### src/rtl/shr_pkg.sv
package shr_pkg;
  typedef enum logic [1:0] {
    ST_IDLE = 2'd0,
    ST_CAPT = 2'd1,
    ST_HDR  = 2'd2,
    ST_PAY  = 2'd3
  } shr_state_t;
endpackage

### src/rtl/shr_hdr_mem.sv
module shr_hdr_mem #(
  parameter int DEPTH = 128,
  parameter int DW    = 8,
  localparam int AW   = (DEPTH > 1) ? $clog2(DEPTH) : 1
) (
  input  logic          clk,
  input  logic          wr_en,
  input  logic [AW-1:0] wr_addr,
  input  logic [DW-1:0] wr_data,
  input  logic [AW-1:0] rd_addr,
  output logic [DW-1:0] rd_data
);
  logic [DW-1:0] store [DEPTH];

  always_ff @(posedge clk) begin
    if (wr_en) store[wr_addr] <= wr_data;
  end

  assign rd_data = store[rd_addr];
endmodule

### src/rtl/shr_seg_track.sv
module shr_seg_track #(
  parameter int CNT_W = 16,
  parameter int IDX_W = 8
) (
  input  logic             clk,
  input  logic             rst_n,
  input  logic             load,
  input  logic [CNT_W-1:0] mss_i,
  input  logic [CNT_W-1:0] total_i,
  input  logic             pay_fire,
  output logic             seg_end,
  output logic             job_end,
  output logic             job_empty,
  output logic             last_seg,
  output logic [IDX_W-1:0] seg_idx
);
  logic [CNT_W-1:0] rem_q, segcnt_q, mss_q;
  logic [IDX_W-1:0] idx_q;

  // bytes left at segment start = rem + bytes already sent in this segment
  assign last_seg  = ({1'b0, rem_q} + {1'b0, segcnt_q}) <= {1'b0, mss_q};
  assign job_end   = (rem_q == CNT_W'(1));
  assign job_empty = (rem_q == '0);
  assign seg_end   = (segcnt_q == mss_q - CNT_W'(1)) || job_end;
  assign seg_idx   = idx_q;

  always_ff @(posedge clk or negedge rst_n) begin
    if (!rst_n) begin
      rem_q    <= '0;
      segcnt_q <= '0;
      mss_q    <= CNT_W'(1);
      idx_q    <= '0;
    end else if (load) begin
      rem_q    <= total_i;
      segcnt_q <= '0;
      mss_q    <= mss_i;
      idx_q    <= '0;
    end else if (pay_fire) begin
      rem_q <= rem_q - CNT_W'(1);
      if (seg_end) begin
        segcnt_q <= '0;
        idx_q    <= idx_q + IDX_W'(1);
      end else begin
        segcnt_q <= segcnt_q + CNT_W'(1);
      end
    end
  end

  // bytes sent in the current segment stay below the segment size
  a_r3_seg_bound: assert property (@(posedge clk) disable iff (!rst_n)
    (rem_q == '0) || (segcnt_q < mss_q));

  // segment index only moves when a segment closes or a job loads
  a_r6_idx_step: assert property (@(posedge clk) disable iff (!rst_n)
    (!load && !(pay_fire && seg_end)) |=> $stable(idx_q));
endmodule

### src/rtl/shr_ctrl.sv
module shr_ctrl
  import shr_pkg::*;
#(
  parameter int LEN_W = 8
) (
  input  logic             clk,
  input  logic             rst_n,
  input  logic             cfg_ok,
  input  logic [LEN_W-1:0] hdr_len_i,
  input  logic             tot_zero_i,
  input  logic             in_valid,
  input  logic             in_first,
  input  logic             out_ready,
  input  logic             seg_end,
  input  logic             job_end,
  input  logic             job_empty,
  output logic             in_ready,
  output logic             out_valid,
  output logic             out_sof,
  output logic             pay_sel,
  output logic             pay_fire,
  output logic             job_load,
  output logic             wr_en,
  output logic [LEN_W-1:0] wr_ptr,
  output logic [LEN_W-1:0] rd_ptr,
  output logic             idle
);
  shr_state_t st_q, st_n;
  logic [LEN_W-1:0] hptr_q, hptr_n, hlen_q;

  always_comb begin
    st_n      = st_q;
    hptr_n    = hptr_q;
    in_ready  = 1'b0;
    out_valid = 1'b0;
    out_sof   = 1'b0;
    pay_sel   = 1'b0;
    pay_fire  = 1'b0;
    job_load  = 1'b0;
    wr_en     = 1'b0;
    unique case (st_q)
      ST_IDLE: begin
        in_ready = cfg_ok;
        if (cfg_ok && in_valid && in_first) begin
          wr_en    = 1'b1;
          job_load = 1'b1;
          if (hdr_len_i == LEN_W'(1)) begin
            hptr_n = '0;
            st_n   = tot_zero_i ? ST_IDLE : ST_HDR;
          end else begin
            hptr_n = LEN_W'(1);
            st_n   = ST_CAPT;
          end
        end
      end
      ST_CAPT: begin
        in_ready = 1'b1;
        if (in_valid) begin
          wr_en = 1'b1;
          if (hptr_q == hlen_q - LEN_W'(1)) begin
            hptr_n = '0;
            st_n   = job_empty ? ST_IDLE : ST_HDR;
          end else begin
            hptr_n = hptr_q + LEN_W'(1);
          end
        end
      end
      ST_HDR: begin
        out_valid = 1'b1;
        out_sof   = (hptr_q == '0);
        if (out_ready) begin
          if (hptr_q == hlen_q - LEN_W'(1)) begin
            hptr_n = '0;
            st_n   = ST_PAY;
          end else begin
            hptr_n = hptr_q + LEN_W'(1);
          end
        end
      end
      ST_PAY: begin
        pay_sel   = 1'b1;
        out_valid = in_valid;
        in_ready  = out_ready;
        if (in_valid && out_ready) begin
          pay_fire = 1'b1;
          if (seg_end) st_n = job_end ? ST_IDLE : ST_HDR;
        end
      end
      default: st_n = ST_IDLE;
    endcase
  end

  always_ff @(posedge clk or negedge rst_n) begin
    if (!rst_n) begin
      st_q   <= ST_IDLE;
      hptr_q <= '0;
      hlen_q <= LEN_W'(1);
    end else begin
      st_q   <= st_n;
      hptr_q <= hptr_n;
      if (job_load) hlen_q <= hdr_len_i;
    end
  end

  assign wr_ptr = (st_q == ST_IDLE) ? '0 : hptr_q;
  assign rd_ptr = hptr_q;
  assign idle   = (st_q == ST_IDLE);

  // no payload is taken while the header is replayed
  a_r5_hold_input: assert property (@(posedge clk) disable iff (!rst_n)
    (st_q == ST_HDR) |-> !in_ready);

  // a frame start is followed by a non-start byte
  a_r2_sof_once: assert property (@(posedge clk) disable iff (!rst_n)
    (out_valid && out_ready && out_sof) |=> !out_sof);

  // the final payload byte of a job returns the block to idle
  a_r8_job_done: assert property (@(posedge clk) disable iff (!rst_n)
    (pay_fire && seg_end && job_end) |=> (st_q == ST_IDLE));

  // capture never drives the output
  a_r1_capture_quiet: assert property (@(posedge clk) disable iff (!rst_n)
    (st_q == ST_CAPT) |-> !out_valid);
endmodule

### src/rtl/seg_hdr_replay.sv
module seg_hdr_replay #(
  parameter int HDR_MAX = 128,
  parameter int CNT_W   = 16,
  parameter int IDX_W   = 8,
  localparam int LEN_W  = $clog2(HDR_MAX + 1),
  localparam int MAW    = (HDR_MAX > 1) ? $clog2(HDR_MAX) : 1
) (
  input  logic             clk,
  input  logic             rst_n,
  input  logic [LEN_W-1:0] cfg_hdr_len,
  input  logic [CNT_W-1:0] cfg_mss,
  input  logic [CNT_W-1:0] cfg_total,
  output logic             cfg_err,
  input  logic             in_valid,
  output logic             in_ready,
  input  logic [7:0]       in_data,
  input  logic             in_first,
  output logic             out_valid,
  input  logic             out_ready,
  output logic [7:0]       out_data,
  output logic             out_sof,
  output logic             out_eof,
  output logic [IDX_W-1:0] out_seg_idx,
  output logic             out_last_seg
);
  logic             cfg_ok, pay_sel, pay_fire, job_load, wr_en, idle;
  logic             seg_end, job_end, job_empty;
  logic [LEN_W-1:0] wr_ptr, rd_ptr;
  logic [7:0]       hdr_byte;

  assign cfg_ok  = (cfg_hdr_len != '0) && (cfg_hdr_len <= LEN_W'(HDR_MAX))
                   && (cfg_mss != '0);
  assign cfg_err = !cfg_ok;

  shr_ctrl #(.LEN_W(LEN_W)) ctrl_i (
    .clk(clk), .rst_n(rst_n), .cfg_ok(cfg_ok), .hdr_len_i(cfg_hdr_len),
    .tot_zero_i(cfg_total == '0), .in_valid(in_valid), .in_first(in_first),
    .out_ready(out_ready), .seg_end(seg_end), .job_end(job_end),
    .job_empty(job_empty), .in_ready(in_ready), .out_valid(out_valid),
    .out_sof(out_sof), .pay_sel(pay_sel), .pay_fire(pay_fire),
    .job_load(job_load), .wr_en(wr_en), .wr_ptr(wr_ptr), .rd_ptr(rd_ptr),
    .idle(idle)
  );

  shr_hdr_mem #(.DEPTH(HDR_MAX), .DW(8)) mem_i (
    .clk(clk), .wr_en(wr_en), .wr_addr(wr_ptr[MAW-1:0]), .wr_data(in_data),
    .rd_addr(rd_ptr[MAW-1:0]), .rd_data(hdr_byte)
  );

  shr_seg_track #(.CNT_W(CNT_W), .IDX_W(IDX_W)) track_i (
    .clk(clk), .rst_n(rst_n), .load(job_load), .mss_i(cfg_mss),
    .total_i(cfg_total), .pay_fire(pay_fire), .seg_end(seg_end),
    .job_end(job_end), .job_empty(job_empty), .last_seg(out_last_seg),
    .seg_idx(out_seg_idx)
  );

  assign out_data = pay_sel ? in_data : hdr_byte;
  assign out_eof  = pay_sel && seg_end;

  // a stalled header byte is held steady
  a_r9_hdr_hold: assert property (@(posedge clk) disable iff (!rst_n)
    (out_valid && !out_ready && !pay_sel) |=> (out_valid && $stable(out_data)));

  // a bad configuration blocks job start while idle
  a_r7_err_block: assert property (@(posedge clk) disable iff (!rst_n)
    (cfg_err && idle) |-> !in_ready);

  // frame end only appears on a payload byte
  a_r3_eof_payload: assert property (@(posedge clk) disable iff (!rst_n)
    (out_valid && out_eof) |-> !out_sof);
endmodule

### config.mk
export PLATFORM = sky130hd
export DESIGN_NAME = seg_hdr_replay
export DESIGN_NICKNAME = d
export VERILOG_FILES = /design/src/rtl/shr_pkg.sv /design/src/rtl/shr_hdr_mem.sv /design/src/rtl/shr_seg_track.sv /design/src/rtl/shr_ctrl.sv /design/src/rtl/seg_hdr_replay.sv
export SDC_FILE = /design/constraint.sdc
export NUM_CORES = 1
export LEC_CHECK = 0
export BUFFER_PORTS_ARGS = -buffer_cell sky130_fd_sc_hd__buf_2
export CORE_MARGIN = 1.5
export CORE_UTILIZATION = 37
export DETAILED_ROUTE_END_ITERATION = 7
export SETUP_SLACK_MARGIN = 0.4
export SLEW_MARGIN = 20
export SYNTH_ARGS = -nofsm -noshare
export SYNTH_HDL_FRONTEND = slang
export SYNTH_SLANG_ARGS = --single-unit
### constraint.sdc
create_clock -name clk -period 8.4 [get_ports clk]
set_input_delay 0.84 -clock clk [delete_from_list [all_inputs] [get_ports clk]]
set_output_delay 0.84 -clock clk [all_outputs]
set_load 0.02 [all_outputs]
# Word level (Yosys, flattened, before mapping)
# Memory sizes are Yosys's and may differ from the RTL's.
# Cells that the tools add are included.
[totals]
regBits = 74
mem_bits_rw = 1024
input_bits = 53
output_inout_bits = 22
wordCells = 91
memories = 1
[op_classes]
add_sub_neg = 7
n_lt_le_gt_ge = 2
n_eq_ne = 14
n_mux = 40
reduce_logical = 20
[mem_list]
columns = ["memory", "words", "width", "read_ports", "rd_clocked_by_memory_dff", "wr", "line_no", "text"]
rows = [
  ["mem_i.store", 128, 8, 1, 0, 1, "shr_hdr_mem.sv:13", "logic [DW-1:0] store [DEPTH];"],
]
[ops]
columns = ["operator", "n"]
rows = [
  ["$mux 16", 5],
  ["$mux 8", 8],
  ["$logic_not 16->1", 2],
  ["$sub 16x1->16 const B", 2],
  ["$pmux 8 s3", 1],
  ["$mux 2", 11],
  ["$add 16x16->17", 1],
  ["$le 17x16->1", 1],
  ["$add 16x1->16 const B", 1],
  ["$add 8x1->8 const B", 2],
  ["$eq 16x1->1 const B", 1],
  ["$eq 16x16->1", 1],
  ["$reduce_bool 16->1", 1],
  ["$mux 1", 10],
  ["$eq 8x1->1 const B", 1],
  ["$eq 8x8->1", 1],
  ["$le 8x8->1 const B", 1],
  ["$logic_not 8->1", 1],
  ["$ne 2x2->1 const B", 4],
  ["$pmux 2 s4", 1],
  ["$reduce_bool 8->1", 1],
  ["$sub 8x1->8 const B", 1],
  ["$mux 7", 1],
  ["$reduce_and 7->1", 1],
  ["13 further kinds", 23],
]

# Depth between registers and ports, before layout
[logic_depth]
ltp_word = 9
mapped_depth = 17

# By module
# A second synthesis with hierarchy kept.
[unflattened]
cells_unflattened = 2332
hier_area_um2 = 45477.4
[by_module_without_submodules]
columns = ["mod", "instances", "cells_each", "area_each_um2", "seq_area_each_um2"]
rows = [
  ["shr_hdr_mem", 1, 1627, 39505.4, 30749.5],
  ["shr_seg_track", 1, 507, 4379.2, 1402.6],
  ["shr_ctrl", 1, 172, 1371.3, 451.7],
  ["seg_hdr_replay", 1, 26, 221.5, 0.0],
]

# Least setup slack after synthesis
# Ideal clock, no wire load.
[synth_timing]
path_type = "register to output"
start = "reg track_i.segcnt_q[0]"
end = "out out_last_seg"
arrival_time_ns = 3.474
required_time_ns = 7.560
slack_ns = 4.086
path_stages_with_launch = 18
path_buffers = 0
path_cell_list = "dfrtp_1 -> ha_1 -> inv_1 -> fa_1 -> nor2b_1 -> o21a_1 -> o21ai_0 -> a211o_1 -> nand3_1 -> nand2_1 -> xnor2_1 -> ha_1 -> a21o_1 -> a21o_1 -> a21oi_1 -> nor2b_1 -> a2111o_1 -> a2bb2oi_1"
[synth_between]
elab_chain_cells = 2
[synth_rtl]
columns = ["element", "line_no", "text"]
rows = [
  ["start: declaration", "shr_seg_track.sv:17", "logic [CNT_W-1:0] rem_q, segcnt_q, mss_q;"],
  ["start signal: assignment", "shr_seg_track.sv:44", "segcnt_q <= segcnt_q + CNT_W'(1);"],
  ["$add 16x16->17", "shr_seg_track.sv:21", "assign last_seg = ({1'b0, rem_q} + {1'b0, segcnt_q}) <= {1'b0, mss_q};"],
  ["$le 17x16->1", "shr_seg_track.sv:21", ""],
  ["end: declaration", "seg_hdr_replay.sv:24", "output logic out_last_seg"],
]
# Every way passes these cells.

# Worst setup path in the final report
[layout_timing]
start = "reg ctrl_i.hptr_q[0] (netlist: ctrl_i.rd_ptr[0])"
end = "out out_data[2]"
[layout_between]
elab_chain_cells = 2
[layout_rtl]
columns = ["element", "line_no", "text"]
rows = [
  ["start: declaration", "shr_ctrl.sv:29", "logic [LEN_W-1:0] hptr_q, hptr_n, hlen_q;"],
  ["start signal: assignment", "shr_ctrl.sv:100", "hptr_q <= hptr_n;"],
  ["$mem_v2 128x8", "--", ""],
  ["$mux 8", "seg_hdr_replay.sv:57", "assign out_data = pay_sel ? in_data : hdr_byte;"],
  ["end: declaration", "seg_hdr_replay.sv:20", "output logic [7:0] out_data,"],
]
# Every way passes these cells.

==> flow_summary.json <==
{
  "gp_congestion": 0.889,
  "crit_type": "flop to primary output",
  "synthArstFlopShare": 0.0674,
  "power.leakage_nw": 16.1,
  "numPortBuffers": 74,
  "yosys_warnings": 0,
  "maxSlewHeadroom": 0.264,
  "ant_nets": 0,
  "rrSetupSlack_ps": 4200,
  "numCtsBuffers": 109,
  "critPathCaptureType": "primary output",
  "synth_most_common_cell": "edfxtp_1",
  "routed_wirelength_mm": 110,
  "yosys-top-cells-count": "edfxtp_1 (1,024), mux4_2 (319), nor2_1 (181)",
  "synth_edf_count": 1024,
  "setup_violations": 0,
  "core_area_mm2": 0.122,
  "std_cell_rows": 128,
  "grt_pass1_vias": 24700,
  "multi_input_area_mm2": 0.0124,
  "timing.final.hold_violations": 0,
  "dp_cells": 4067,
  "antenna_cells": 0,
  "post_cts_buffers": 0,
  "p_int_w": 0.0107,
  "fin_crit_sh": 0.707,
  "cts.path.max_buffers": 3,
  "dieArea_mm2": 0.126,
  "hp-class": "primary input to async pin",
  "p_switching_w": 0.00448,
  "grt_max_degree": 103,
  "crit_chain": "buf_12, mux4_2, mux4_2, a22oi_1, a21oi_1, nor2_1, o21ai_0, buf_2",
  "post_cts_resized": 0,
  "ctsHoldBuffers": 0,
  "dpl.hpwl_mm": 68.6,
  "swShare": 0.296,
  "syn_inst": 2468,
  "slew_violations": 0,
  "routedWlPerCell_um": 25.9,
  "vias": 24100,
  "avgViaCountPerCell": 5.64,
  "p_seq_frac": 0.423,
  "overflow": 0,
  "clkLatencyLatePin_ps": 700,
  "power_frac_comb": 0.259,
  "crit_arrival_ps": 5100,
  "start_util": 0.374,
  "io_pins": 75,
  "synth_cell_types": 67,
  "maxCapViolCount": 0,
  "cts_tree": "done",
  "max_stage_delay_ps": 990,
  "die_width_um": 355,
  "status": "completed",
  "powerDensity_mw_per_mm2": 294,
  "cp_common_cell": "mux4_2",
  "htreeDepth": 3,
  "p_clk_frac": 0.318,
  "setup_tns_ps": 0,
  "syn2layout_area_growth_pct": 12.4,
  "yosys.area.top_type": "edfxtp_1",
  "clock.fmax_ghz": 0.168,
  "synth.area.top_cells": "edfxtp_1 (67%), mux4_2 (16%), dfrtp_1 (3.9%)",
  "drt-initial-drc-count": 2698,
  "avgSynthCellArea_um2": 18.5,
  "rsz0062_at_grt": "false",
  "antenna_found_initial": 5,
  "rr_startpoint": "ctrl_i.rd_ptr[1]",
  "cts.clk_slew.worst_paths_ps": 70,
  "ys.flop_type": "edfxtp_1",
  "cpMaxStageDelayCell": "dfrtp_4",
  "first_pass_iters": 7,
  "r2r_cells": 5,
  "grt_pass1_wl_mm": 165,
  "area.sequential_mm2": 0.0326,
  "instances_no_fill": 4265,
  "r2r_end": "mem_i.store[47][4]",
  "peakVddDrop_mv": 0.273,
  "tightestPinTransition_ps": 1100,
  "drt_drc_violations_left": 0,
  "drive_gt1_frac": 0.227,
  "clockRootBuffer": "clkbuf_16",
  "required_ps": 7560,
  "fin_nets": 2651,
  "fp.dieH_um": 355,
  "layout_min_cycle_time_ps": 5940,
  "yosysTopAreaCellShare": 0.672,
  "fin_skew_ps": 41.6,
  "track_usage": 0.175,
  "fillers": 10600,
  "ys_ff_latch": 1098,
  "clock_sinks": 1098,
  "synth_nets": 2566,
  "yosysSeqAreaShare": 0.713,
  "crit_fanout": 102,
  "cp-start-kind": "flop",
  "syn-cell-area_mm2": 0.0457
}
[registers in the layout (all words and copies together) (netlist names)]
name and flops:
ctrl_i.hlen_q 8, ctrl_i.rd_ptr 8, ctrl_i.st_q 2, mem_i.store 1024
track_i.mss_q 16, track_i.rem_q 16, track_i.seg_idx 8, track_i.segcnt_q 16
[kinds of logic after synthesis]
| family | after synthesis | share of synthesized area |
|---|---|---|
| flip-flops | 1098 | 0.713 |
| AND/OR/NAND/NOR | 534 | 0.0556 |
| multiplexers | 341 | 0.162 |
| AO/OA/AOI/OAI | 216 | 0.0306 |
| buffers and inverters | 178 | 0.0161 |
| XOR/XNOR | 56 | 0.0107 |
| adder cells (fa/ha/maj) | 45 | 0.0125 |
[layer usage]
metal  share of wire  global-route usage
met5         0.00015                   0
met3           0.079              0.0362
met4           0.025              0.0480
met2            0.48               0.286
met1            0.41               0.239
[critical path, delay by kind of cell, from the launching register on]
kind            cells  cell delay, ps
buf+inv             2             830
flops               1             990
compound gates      3             850
mux                 2            1120
simple gates        1             300
[worst max path at each step]
| stage | from | to | slack (ps) | cells past startpoint |
|---|---|---|---|---|
| final | ctrl_i.rd_ptr[0] | out_data[2] | 2460 | 8 |
| after global routing | ctrl_i.rd_ptr[0] | out_data[2] | 2150 | 8 |
| after CTS | ctrl_i.rd_ptr[0] | out_data[6] | 2460 | 8 |
| after detailed placement | ctrl_i.rd_ptr[0] | out_data[6] | 3240 | 8 |
| after global placement | ctrl_i.rd_ptr[1] | out_data[5] | 3250 | 7 |
| after floorplan | track_i.segcnt_q[0] | out_last_seg | 4090 | 17 |
[cell type report]
| class | count | area share |
|---|---|---|
| flip-flops and latches | 1098 | 0.634 |
| multi-input cells | 1192 | 0.241 |
| clock buffers | 133 | 0.0556 |
| well taps | 1625 | 0.0395 |
| repair buffers | 110 | 0.0137 |
| clock inverters | 65 | 0.0123 |
| inverters | 42 | 0.00307 |
[cell usage in the layout, fill, tap and decap left out, drive strengths merged, types with 39 or more instances in the layout]
| master | n |
|---|---|
| clkinv | 46 |
| dfrtp | 72 |
| edfxtp | 1024 |
| nor2 | 181 |
| mux4 | 319 |
| inv | 48 |
| ha | 44 |
| nand3 | 58 |
| xnor2 | 45 |
| a21oi | 39 |
| nand2 | 120 |
| buf | 110 |
| clkbuf | 133 |
| o21ai | 69 |
[power groups by stage]
| stage | sequential (W) | clock [W] | combinational, W |
|---|---|---|---|
| 5_1_grt | 0.00643 | 0.00509 | 0.00423 |
| 6_report | 0.00640 | 0.00482 | 0.00391 |
| 4_1_cts | 0.00640 | 0.00490 | 0.00393 |
| 3_3_place_gp | 0.00651 | 0 | 0.00383 |
| 2_1_floorplan | 0.00632 | 0 | 0.00310 |
| 3_5_place_dp | 0.00652 | 0 | 0.00392 |
[metrics by stage]
stage                     instance area [µm²]  power [W]  hold slack [ps]   util  setup WS, ps
after global placement                  47900     0.0103              468  0.392          3250
after detailed placement                47900     0.0104              463  0.392          3240
after global routing                    51400     0.0158              200  0.421          2150
after CTS                               51400     0.0152              312  0.421          2460
final                                   51400     0.0151              182  0.421          2460
after floorplan                         45700    0.00942              446      -          4090
Note: power is estimated with default switching activity, not from simulation.
